## config.mk

```make
export PLATFORM = sky130hd
export DESIGN_NAME = sc_op_bank
export DESIGN_NICKNAME = d
export VERILOG_FILES = /design/src/rtl/sc_arith_pkg.sv /design/src/rtl/sc_mult.sv /design/src/rtl/sc_avg_mux.sv /design/src/rtl/sc_square.sv /design/src/rtl/sc_cmpl.sv /design/src/rtl/sc_op_bank.sv
export SDC_FILE = /design/constraint.sdc
export NUM_CORES = 1
export LEC_CHECK = 0
export ABC_AREA = 1
export ABC_CLOCK_PERIOD_IN_PS = 900
export BUFFER_PORTS_ARGS = -buffer_cell sky130_fd_sc_hd__buf_2
export CAP_MARGIN = 20
export CELL_PAD_IN_SITES_DETAIL_PLACEMENT = 2
export CELL_PAD_IN_SITES_GLOBAL_PLACEMENT = 2
export CORE_MARGIN = 4
export CORE_UTILIZATION = 14
export CTS_CLUSTER_SIZE = 40
export DETAILED_ROUTE_END_ITERATION = 10
export PLACE_DENSITY_LB_ADDON = 0.1
export SYNTH_ARGS = -nofsm -noshare
export SYNTH_HDL_FRONTEND = slang
export SYNTH_SLANG_ARGS = --single-unit
```

## constraint.sdc

```tcl
create_clock -name clk -period 0.9 [get_ports clk]
set_input_delay 0 -clock clk [delete_from_list [all_inputs] [get_ports clk]]
set_output_delay 0 -clock clk [all_outputs]
set_load 0.01 [all_outputs]
```

## src/rtl/sc_arith_pkg.sv

```systemverilog
package sc_arith_pkg;

  typedef enum logic {
    ENC_UNIPOLAR = 1'b0,
    ENC_BIPOLAR  = 1'b1
  } sc_enc_e;

  // Round-robin successor of a pointer over n slots.
  function automatic int unsigned rr_next(input int unsigned cur, input int unsigned n);
    return (cur + 1 >= n) ? 0 : cur + 1;
  endfunction

  // Unipolar stream product: all operands high.
  function automatic logic uni_product(input logic [31:0] bits, input int unsigned n);
    logic r;
    r = 1'b1;
    for (int unsigned i = 0; i < n; i++) r = r & bits[i];
    return r;
  endfunction

  // Bipolar stream product: high when the count of low operands is even.
  function automatic logic bip_product(input logic [31:0] bits, input int unsigned n);
    logic par;
    par = 1'b0;
    for (int unsigned i = 0; i < n; i++) par = par ^ ~bits[i];
    return ~par;
  endfunction

endpackage

```

## src/rtl/sc_mult.sv

```systemverilog
module sc_mult
  import sc_arith_pkg::*;
#(
  parameter int unsigned N_IN = 3,
  parameter sc_enc_e     ENC  = ENC_UNIPOLAR
) (
  input  logic            clk,
  input  logic            rst,
  input  logic            en,
  input  logic [N_IN-1:0] ops,
  output logic            prod
);
  localparam int unsigned PADW = 32;

  logic [PADW-1:0] ops_pad;
  logic            raw_prod;

  assign ops_pad = PADW'(ops);

  generate
    if (ENC == ENC_BIPOLAR) begin : g_bip
      assign raw_prod = bip_product(ops_pad, N_IN);
      // output high iff the count of low operands is even
      a_r2_even_zeros: assert property (@(posedge clk) disable iff (rst)
        en |-> (prod == (((N_IN - $countones(ops)) % 2) == 0)));
    end else begin : g_uni
      assign raw_prod = uni_product(ops_pad, N_IN);
      // a high product needs every operand high
      a_r1_all_high: assert property (@(posedge clk) disable iff (rst)
        (en && prod) |-> ($countones(ops) == N_IN));
    end
  endgenerate

  assign prod = en & raw_prod;

endmodule

```

## src/rtl/sc_avg_mux.sv

```systemverilog
module sc_avg_mux
  import sc_arith_pkg::*;
#(
  parameter int unsigned N_IN = 3
) (
  input  logic            clk,
  input  logic            rst,
  input  logic            en,
  input  logic [N_IN-1:0] ops,
  output logic            avg
);
  localparam int unsigned SEL_W = (N_IN > 1) ? $clog2(N_IN) : 1;

  logic [SEL_W-1:0] sel_q;
  logic [SEL_W-1:0] sel_nxt;
  logic             picked;

  assign sel_nxt = SEL_W'(rr_next(int'(sel_q), N_IN));

  always_ff @(posedge clk) begin
    if (rst)     sel_q <= '0;
    else if (en) sel_q <= sel_nxt;
  end

  assign picked = ops[sel_q];
  assign avg    = en & picked;

  // pointer never leaves the operand range
  a_r3_sel_range: assert property (@(posedge clk) disable iff (rst)
    32'(sel_q) < N_IN);
  // enabled edge moves the pointer to its modulo successor
  a_r3_sel_step: assert property (@(posedge clk) disable iff (rst)
    en |=> (32'(sel_q) == ((32'($past(sel_q)) + 1) % N_IN)));
  // disabled edge holds the pointer
  a_r4_sel_hold: assert property (@(posedge clk) disable iff (rst)
    !en |=> $stable(sel_q));

endmodule

```

## src/rtl/sc_square.sv

```systemverilog
module sc_square (
  input  logic clk,
  input  logic rst,
  input  logic en,
  input  logic x,
  output logic sq
);
  logic dly_q;

  always_ff @(posedge clk) begin
    if (rst)     dly_q <= 1'b0;
    else if (en) dly_q <= x;
  end

  assign sq = en & x & dly_q;

  // a high square needs a high input at the previous enabled edge
  a_r5_sq_prev: assert property (@(posedge clk) disable iff (rst)
    (en && $past(en) && sq) |-> $past(x));
  // a disabled edge leaves the delay register alone
  a_r5_dly_hold: assert property (@(posedge clk) disable iff (rst)
    !en |=> $stable(dly_q));

endmodule

```

## src/rtl/sc_cmpl.sv

```systemverilog
module sc_cmpl (
  input  logic clk,
  input  logic rst,
  input  logic en,
  input  logic x,
  output logic y
);
  assign y = en & ~x;

  // output opposes the input while enabled
  a_r6_invert: assert property (@(posedge clk) disable iff (rst)
    en |-> (y != x));

endmodule

```

## src/rtl/sc_op_bank.sv

```systemverilog
module sc_op_bank
  import sc_arith_pkg::*;
#(
  parameter int unsigned N_IN = 3
) (
  input  logic            clk,
  input  logic            rst,
  input  logic            en,
  input  logic [N_IN-1:0] mul_in,
  input  logic [N_IN-1:0] add_in,
  input  logic            sq_in,
  input  logic            cmp_in,
  output logic            prod_u,
  output logic            prod_b,
  output logic            avg_out,
  output logic            sq_out,
  output logic            cmp_out
);

  sc_mult #(.N_IN(N_IN), .ENC(ENC_UNIPOLAR)) u_mul_u (
    .clk(clk), .rst(rst), .en(en), .ops(mul_in), .prod(prod_u)
  );

  sc_mult #(.N_IN(N_IN), .ENC(ENC_BIPOLAR)) u_mul_b (
    .clk(clk), .rst(rst), .en(en), .ops(mul_in), .prod(prod_b)
  );

  sc_avg_mux #(.N_IN(N_IN)) u_avg (
    .clk(clk), .rst(rst), .en(en), .ops(add_in), .avg(avg_out)
  );

  sc_square u_sq (
    .clk(clk), .rst(rst), .en(en), .x(sq_in), .sq(sq_out)
  );

  sc_cmpl u_cmp (
    .clk(clk), .rst(rst), .en(en), .x(cmp_in), .y(cmp_out)
  );

  // disabled bank is silent on every output
  a_r7_quiet: assert property (@(posedge clk) disable iff (rst)
    !en |-> !(prod_u || prod_b || avg_out || sq_out || cmp_out));

endmodule

```

* After elaboration in Yosys (flattened, before gate mapping)
Index checks and enable logic that the tools add are counted.
** Cells by class
- Multiply operators :: 0
- Order comparisons :: 2
- Eq/ne operators :: 0
- Reductions and logical operators :: 0
- Shift-type cells :: 0
- Divide/modulo/power cells :: 0
- Mux-type cells :: 3
- Add/sub/neg operators :: 1
- Bitwise logic cells :: 15
** Operators with widths (count)
- 1-bit AND :: 8
- 1-bit inverter :: 5
- 2-bit by 1-bit adder with 3-bit output, second input constant :: 1
- 3-bit by 2-bit greater-or-equal comparator with 1-bit output, second input constant :: 1
- 2-bit by 3-bit less-than comparator with 1-bit output, second input constant :: 1
- 1-bit binary-select mux with 2-bit select :: 1
- 2-bit two-way mux :: 1
- 1-bit bitwise XOR :: 2
- 1-bit two-way mux :: 1
** Word-level totals
- Memory bits (writable) :: 0
- Register bits :: 3
- Output and inout bits :: 5
- Bits in latches :: 0
- Bits of input ports :: 11
- ROM bits :: 0
- Memories :: 0

* Longest topological paths before layout
Gate-level depths: netlist of run 1.
- Word-level depth :: 5
- Mapped depth :: 4

* Cells and area by module
From an unflattened synthesis of run 1, not the netlist that was laid out.
** Second synthesis, totals
- Cell total of the unflattened synthesis :: 41
- Area, all modules :: 230.2 µm²
** By module, submodules not included
- sc_avg_mux :: sequential area each 40.0 µm², times used 1, area each 113.9 µm², cells an instance 18
- sc_mult (u_mul_b) :: sequential area each 0.0 µm², times used 1, area each 47.5 µm², cells an instance 11
- sc_square :: sequential area each 20.0 µm², times used 1, area each 47.5 µm², cells an instance 7
- sc_mult (u_mul_u) :: sequential area each 0.0 µm², times used 1, area each 11.3 µm², cells an instance 3
- sc_cmpl :: sequential area each 0.0 µm², times used 1, area each 10.0 µm², cells an instance 2

* Least setup slack after synthesis of run 1
No wires, ideal clock.
- Kind :: reg2reg
- Start :: reg u_avg.sel_q[1]
- End :: reg u_avg.sel_q[1]
- Data arrival time :: 0.546 ns
- Clock period less this slack :: 0.664 ns
- Buffers on the path :: 0
- Stages on the path, launching flop included :: 4
- Slack :: 0.236 ns
- Cell sequence :: dfxtp_1 -> inv_1 -> a21oi_1 -> nor2_1
** Between the ends
- Longest elaborated chain between the ends :: 3
** Ends and longest elaborated chain
- start: declaration :: line sc_avg_mux.sv:14 : logic [SEL_W-1:0] sel_q;
- start signal: assignment :: line sc_avg_mux.sv:22 : else if (en) sel_q <= sel_nxt;
- 2-bit by 1-bit adder with 3-bit output (*) :: line sc_arith_pkg.sv:10 : return (cur + 1 >= n) ? 0 : cur + 1;
- 3-bit by 2-bit greater-or-equal comparator with 1-bit output :: line sc_arith_pkg.sv:10
- 2-bit two-way mux (*) :: line sc_arith_pkg.sv:10
Every way passes the cells marked *; elsewhere a longest branch is shown, timed or not.
A chain may end at the register's enable or synchronous reset.

* Worst setup path after layout of run 1
- Start :: reg u_avg.sel_q[0]
- End :: out avg_out
** Between the ends
- Longest elaborated chain between the ends :: 3
** Ends and longest elaborated chain
- 1-bit binary-select mux with 2-bit select :: line sc_avg_mux.sv:25 : assign picked = ops[sel_q];
- 1-bit two-way mux (not written as such) :: line sc_avg_mux.sv:25
- 1-bit AND :: line sc_avg_mux.sv:26 : assign avg = en & picked;
- end: declaration :: line sc_op_bank.sv:15 : output logic avg_out,
Every way passes these cells. The select of a mux whose other input is x is not followed.

==> results.sh, run 1 <==
export IMPL_outcome="finished with violations"
export IMPL_violations="setup timing"
export IMPL_gp_congestion=0.630
export IMPL_synth_top_area_share_pct=31.0
export IMPL_min_delay_start="sq_in"
export IMPL_die_y_um=45.2
export IMPL_drc=0
export IMPL_globalRouteOverflowTotal=0
export IMPL_clkLatencyLatePin_ns=0.23
export IMPL_drv_slew=0
export IMPL_crit_required_ns=0.90
export IMPL_clock_path_buffers=2
export IMPL_io_pins=16
export IMPL_final_hold_violation_count=0
export IMPL_setup_ws_ns=-0.00527
export IMPL_synth_cell_types=12
export IMPL_die_w_um=45.2
export IMPL_clk_pin_slew_ns=0.04
export IMPL_end_kind="primary output"
export IMPL_yosysMostFrequentCell="nor2_1"
export IMPL_synth_simple_area_share_pct=36.1
export IMPL_cp_startpoint="u_avg.sel_q[0]"
export IMPL_synthAdderAreaFrac_pct=6.45
export IMPL_synth_edf_count=0
export IMPL_die_area_mm2=0.00204
export IMPL_n_antenna_cell=0
export IMPL_synth_xor_area_share_pct=4.52
export IMPL_coreArea_mm2=0.00130
export IMPL_timing_hold_ws_ns=0.0651
export IMPL_area_growth_pct=82.6
export IMPL_fin_nets=68
export IMPL_layoutNonFillerInstCount=70
export IMPL_p_leak_nw=0.196
export IMPL_synthTopCellsByCount="8 x nor2_1, 6 x nand2_1, 5 x inv_1"
export IMPL_grt_pass1_wl_mm=1.39
export IMPL_cts_sinks=3
export IMPL_tritoncts_num_buffers=3
export IMPL_synth_main_ff_cell="dfxtp_1"
export IMPL_path_class="reg2out"
export IMPL_final_antenna_net_count=0
export IMPL_layout_min_cycle_time_ns=0.905
export IMPL_htree_levels=1
export IMPL_synthMuxAreaShare_pct=0
export IMPL_crit_fanout=3
export IMPL_synthArstFlopShare_pct=0
export IMPL_place_inst=62
export IMPL_cp_arrival_ns=0.91
export IMPL_power_mw=0.518
export IMPL_wl_um=796
export IMPL_min_path_type="in2reg"
export IMPL_powerDensity_mw_per_mm2=1460
export IMPL_ir_drop_uv=428
export IMPL_dr_pass1_iters=2
export IMPL_setup_viol=1
export IMPL_synth_top_family_by_area="simple AND/OR/NAND/NOR gates"
export IMPL_via_per_inst=4.09
export IMPL_avgSynthCellArea_um2=6.06
export IMPL_wl_per_cell_um=11.4
export IMPL_drive_gt1_share_pct=49.1
export IMPL_tns_ns=-0.00527
export IMPL_hpwl_um=611
export IMPL_cap_violations=0
export IMPL_grt_usage_pct=9.41
export IMPL_dp_slack_ns=0.143
export IMPL_drtIter0Drc=1
export IMPL_max_freq_ghz=1.10
export IMPL_finalClockSkew_ns=0.0000703
export IMPL_fillers=161
export IMPL_ys_ff_latch=3
export IMPL_cp_start_kind="flip-flop"
export IMPL_rsz0062_at_grt="yes"
export IMPL_grt_start_max_net_pins=8
export IMPL_grt_pass1_vias=378
export IMPL_initial_core_util_pct=14.9
export IMPL_io_buffers=15
export IMPL_yosys_top_cells_area="dfxtp_1 31%, nor2_1 15%, nand2_1 12%"
export IMPL_yosysSeqAreaShare_pct=31.0
export IMPL_synth_compound_area_share_pct=10.3
export IMPL_slew_headroom_pct=90.0
export IMPL_r2r_start="u_avg.sel_q[1]"
export IMPL_routed_via_count=286
export IMPL_rows=13
export IMPL_syn_nets=44
export IMPL_cts_root_buffer="clkbuf_4"
export IMPL_synth_top_area_cell="dfxtp_1"
export IMPL_antenna_found_initial=0
export IMPL_yosysWarnings=0
export IMPL_synthCells=32
export IMPL_tightest_slew_ns=0.148
export IMPL_cts_tree="built"
export IMPL_fin_crit_sh_pct=101
export IMPL_syn_area_um2=194
## layer usage
| layer | global-route usage [%] | part of all wire (%) |
|---|---|---|
| met3 | 0 | 4.4 |
| met2 | 17.5 | 56 |
| met4 | 7.02 | 0 |
| met5 | 0 | 0 |
| met1 | 9.95 | 39 |
## final timing paths
kind | end | slack (ns) | depth (start not counted)
max reg2reg | u_avg.sel_q[1] | 0.09 | 4
min | u_sq.dly_q | 0.07 | 3
min reg2reg | u_sq.dly_q | 0.47 | 2
max | avg_out | -0.005 | 4
## final cells by class
class                   instances  area, um^2  area share [%]
clock buffers                   4        26.3            7.42
multi-input cells              23         114            32.2
inverters                       6        22.5            6.36
well taps                      15        18.8            5.30
flip-flops and latches          3        65.1            18.4
repair buffers                 19         108            30.4
## per-stage QoR
| step | utilization, % | cell area [um^2] |
|---|---|---|
| 2_1_floorplan | - | 194 |
| 3_3_place_gp | 22.1 | 288 |
| 3_5_place_dp | 22.1 | 288 |
| 4_1_cts | 27.0 | 352 |
| 5_1_grt | 27.2 | 354 |
| 6_report | 27.2 | 354 |
## cells in the final DEF (no fill, tap or decap), drive strengths merged
cell         netlist  layout
ha                 1       1
nand2              6       6
dfxtp              3       3
nand4              1       1
a21oi              2       2
dlygate4sd3        0       1
inv                6       6
buf                0      18
clkbuf             0       4
o21ai              2       2
nand3              1       1
nor2               9       9
xnor2              1       1
## kinds of logic after synthesis
| logic type | count (synthesis) |
|---|---|
| flops | 3 |
| simple gates | 17 |
| fa+ha+maj | 1 |
| compound gates | 4 |
| buf+inv | 6 |
| xor+xnor | 1 |
## flip-flops by register name, summed over array words and instances, names as in the netlist
name	cells
u_sq.dly_q	1
u_avg.sel_q	2
## critical path, stage by stage (launching register included)
cell	delay [ns]
dfxtp_4	0.35
nor2_2	0.07
nand3_1	0.07
nand2_1	0.06
buf_2	0.12
## where the power goes
group          internal, mW  switching [mW]  leakage (nW)
sequential            0.144         0.00864        0.0258
combinational        0.0622          0.0618         0.156
clock                 0.167          0.0751        0.0150
total                 0.372           0.146         0.196
## repair_timing
action | 4_1_cts | 5_1_grt
resized for setup | 4 | 1
pin swaps | 3 | 0
hold buffers | 1 | 0
hold endpoints to repair | 1 | 0
gates cloned | 0 | 0
endpoints found under the setup margin | 1 | 1
buffers inserted | 3 | 0
(Power assumes the default switching activity.)
==> inputs of run 2 (changes only) <==
--- a/config.mk
+++ b/config.mk
@@ -6,15 +6,15 @@
 export NUM_CORES = 1
 export LEC_CHECK = 0
 export ABC_AREA = 1
-export ABC_CLOCK_PERIOD_IN_PS = 900
+export ABC_CLOCK_PERIOD_IN_PS = 1090
 export BUFFER_PORTS_ARGS = -buffer_cell sky130_fd_sc_hd__buf_2
 export CAP_MARGIN = 20
 export CELL_PAD_IN_SITES_DETAIL_PLACEMENT = 2
 export CELL_PAD_IN_SITES_GLOBAL_PLACEMENT = 2
-export CORE_MARGIN = 4
-export CORE_UTILIZATION = 14
+export CORE_AREA = 4 4 41 43
 export CTS_CLUSTER_SIZE = 40
 export DETAILED_ROUTE_END_ITERATION = 10
+export DIE_AREA = 0 0 45 47
 export PLACE_DENSITY_LB_ADDON = 0.1
 export SYNTH_ARGS = -nofsm -noshare
 export SYNTH_HDL_FRONTEND = slang
==> constraint.sdc (replaced) <==
create_clock -name clk -period 1.09 [get_ports clk]
set_input_delay 0 -clock clk [delete_from_list [all_inputs] [get_ports clk]]
set_output_delay 0 -clock clk [all_outputs]
set_load 0.01 [all_outputs]
==> results.sh, run 2 (synthesis results as in run 1) <==
export IMPL_critPathTopFamily="flip-flops"
export IMPL_clock_power_share_pct=48.1
export IMPL_tns_ns=0
export IMPL_max_freq_ghz=1.03
export IMPL_drc=0
export IMPL_cp_slowest_cell="dfxtp_2"
export IMPL_globalRouteOverflowTotal=0
export IMPL_crit_fanout=4
export IMPL_setup_ws_ns=0.119
export IMPL_globalRouteMet3Util_pct=7.28
export IMPL_setup_viol=0
export IMPL_hpwl_um=583
export IMPL_r2r_start="u_avg.sel_q[1]"
export IMPL_routed_via_count=277
export IMPL_cp_arrival_ns=0.97
export IMPL_grt_start_max_net_pins=8
export IMPL_tightest_slew_ns=0.172
export IMPL_drive_gt1_share_pct=40.4
export IMPL_grt_pass1_vias=326
export IMPL_outcome="complete, no violations"
export IMPL_gp_congestion=0.641
export IMPL_ir_drop_uv=429
export IMPL_io_buffers=15
export IMPL_grt_pass1_wl_mm=1.21
export IMPL_min_path_type="in2reg"
export IMPL_place_area_um2=288
export IMPL_top_regs="u_avg.sel_q (2), u_sq.dly_q (1)"
export IMPL_die_area_mm2=0.00212
export IMPL_largest_reg_flops=2
export IMPL_finalClockSkew_ns=0.00454
export IMPL_fin_crit_sh_pct=89.0
export IMPL_cts_root_buffer="clkbuf_4"
export IMPL_coreArea_mm2=0.00130
export IMPL_p_int_mw=0.297
export IMPL_crit_required_ns=1.09
export IMPL_die_w_um=45
export IMPL_power_frac_comb_pct=20.7
export IMPL_clk_pin_slew_ns=0.04
export IMPL_cts_tree="built"
export IMPL_dp_slack_ns=0.306
export IMPL_regMostFlops="u_avg.sel_q"
export IMPL_critPathMaxStageDelay_ns=0.32
export IMPL_fin_nets=65
export IMPL_crit_top_cell="nand2_1"
export IMPL_via_per_inst=4.13
export IMPL_wl_per_cell_um=9.76
export IMPL_cp_start_kind="flip-flop"
export IMPL_place_inst=62
export IMPL_layout_min_cycle_time_ns=0.971
export IMPL_die_y_um=47
export IMPL_path_class="reg2out"
export IMPL_drv_slew=0
export IMPL_cap_violations=0
export IMPL_power_frac_seq_pct=31.2
export IMPL_n_antenna_cell=0
export IMPL_cts_sinks=3
export IMPL_initial_core_util_pct=14.9
export IMPL_utilization_pct=25.0
export IMPL_layoutNonFillerInstCount=67
export IMPL_final_antenna_net_count=0
export IMPL_powerDensity_mw_per_mm2=1240
export IMPL_rows=13
export IMPL_antenna_found_initial=0
export IMPL_grtUsageMet2_pct=16.1
export IMPL_final_hold_violation_count=0
export IMPL_htree_levels=1
export IMPL_cts_setup_buffers=0
export IMPL_switchingPower_mw=0.107
export IMPL_p_leak_nw=0.181
export IMPL_min_delay_start="sq_in"
export IMPL_area_growth_pct=67.7
export IMPL_io_pins=16
export IMPL_dr_pass1_iters=2
export IMPL_drtIter0Drc=3
export IMPL_switching_share_pct=26.5
export IMPL_wl_um=654
export IMPL_design_area_um2=325
export IMPL_power_mw=0.405
export IMPL_crit_chain="inv_1, nand2_1, nand3_1, nand2_1, buf_2"
export IMPL_timing_hold_ws_ns=0.0501
export IMPL_tritoncts_num_buffers=3
export IMPL_rrSetupSlack_ns=0.39
export IMPL_final_common_cell="buf_2"
export IMPL_clock_path_buffers=2
export IMPL_end_kind="primary output"
export IMPL_grt_usage_pct=8.44
export IMPL_layout_common_cells="15 x buf_2, 8 x nor2_1, 6 x nand2_1"
export IMPL_cp_startpoint="u_avg.sel_q[1]"
export IMPL_busiest_layer="met2"
export IMPL_slew_headroom_pct=88.5
export IMPL_met1_usage_pct=6.33
export IMPL_clkLatencyLatePin_ns=0.23
export IMPL_cp_buffers_inverters=2
export IMPL_rsz0062_at_grt="no"
-- run 2: path summary, 6_finish.rpt --
path	endpoint	depth (start not counted)
max	avg_out	5
max reg2reg	u_avg.sel_q[1]	3
min reg2reg	u_sq.dly_q	2
min	u_sq.dly_q	3
-- run 2: timing repair --
| item | in CTS | in global routing |
|---|---|---|
| resized for setup | 0 | 1 |
| setup endpoints to repair | 0 | 1 |
| hold buffers | 1 | 0 |
| endpoints found under the hold margin | 1 | 0 |
-- run 2: layout make-up --
type,count,area (um^2)
sequential,3,61.3
multi-input combinational,23,111
tap,15,18.8
timing repair buffer,16,85.1
fill,173,976
clock buffer,4,26.3
inverter,6,22.5
-- run 2: routing by layer --
metal / part of all wire (%) / vias up / wire [um]
li1: - / 137 / -
met1: 33 / 129 / 213
met2: 57 / 11 / 371
met3: 11 / 0 / 69
met4: 0 / 0 / 0
met5: 0 / - / 0
-- run 2: worst reg2reg max path, delay by kind of cell (launching register included) --
family / cells / cell delay [ns]
simple gates: 1 / 0.05
buf+inv: 1 / 0.07
compound gates: 1 / 0.13
flops: 1 / 0.34
-- run 2: power groups by stage --
stage	Combinational (mW)	Sequential [mW]	Clock, mW
finish	0.0839	0.126	0.195
floorplan	0.0440	0.126	0
detailed placement	0.0837	0.128	0
global placement	0.0788	0.127	0
CTS	0.0868	0.126	0.207
global route	0.0962	0.128	0.227
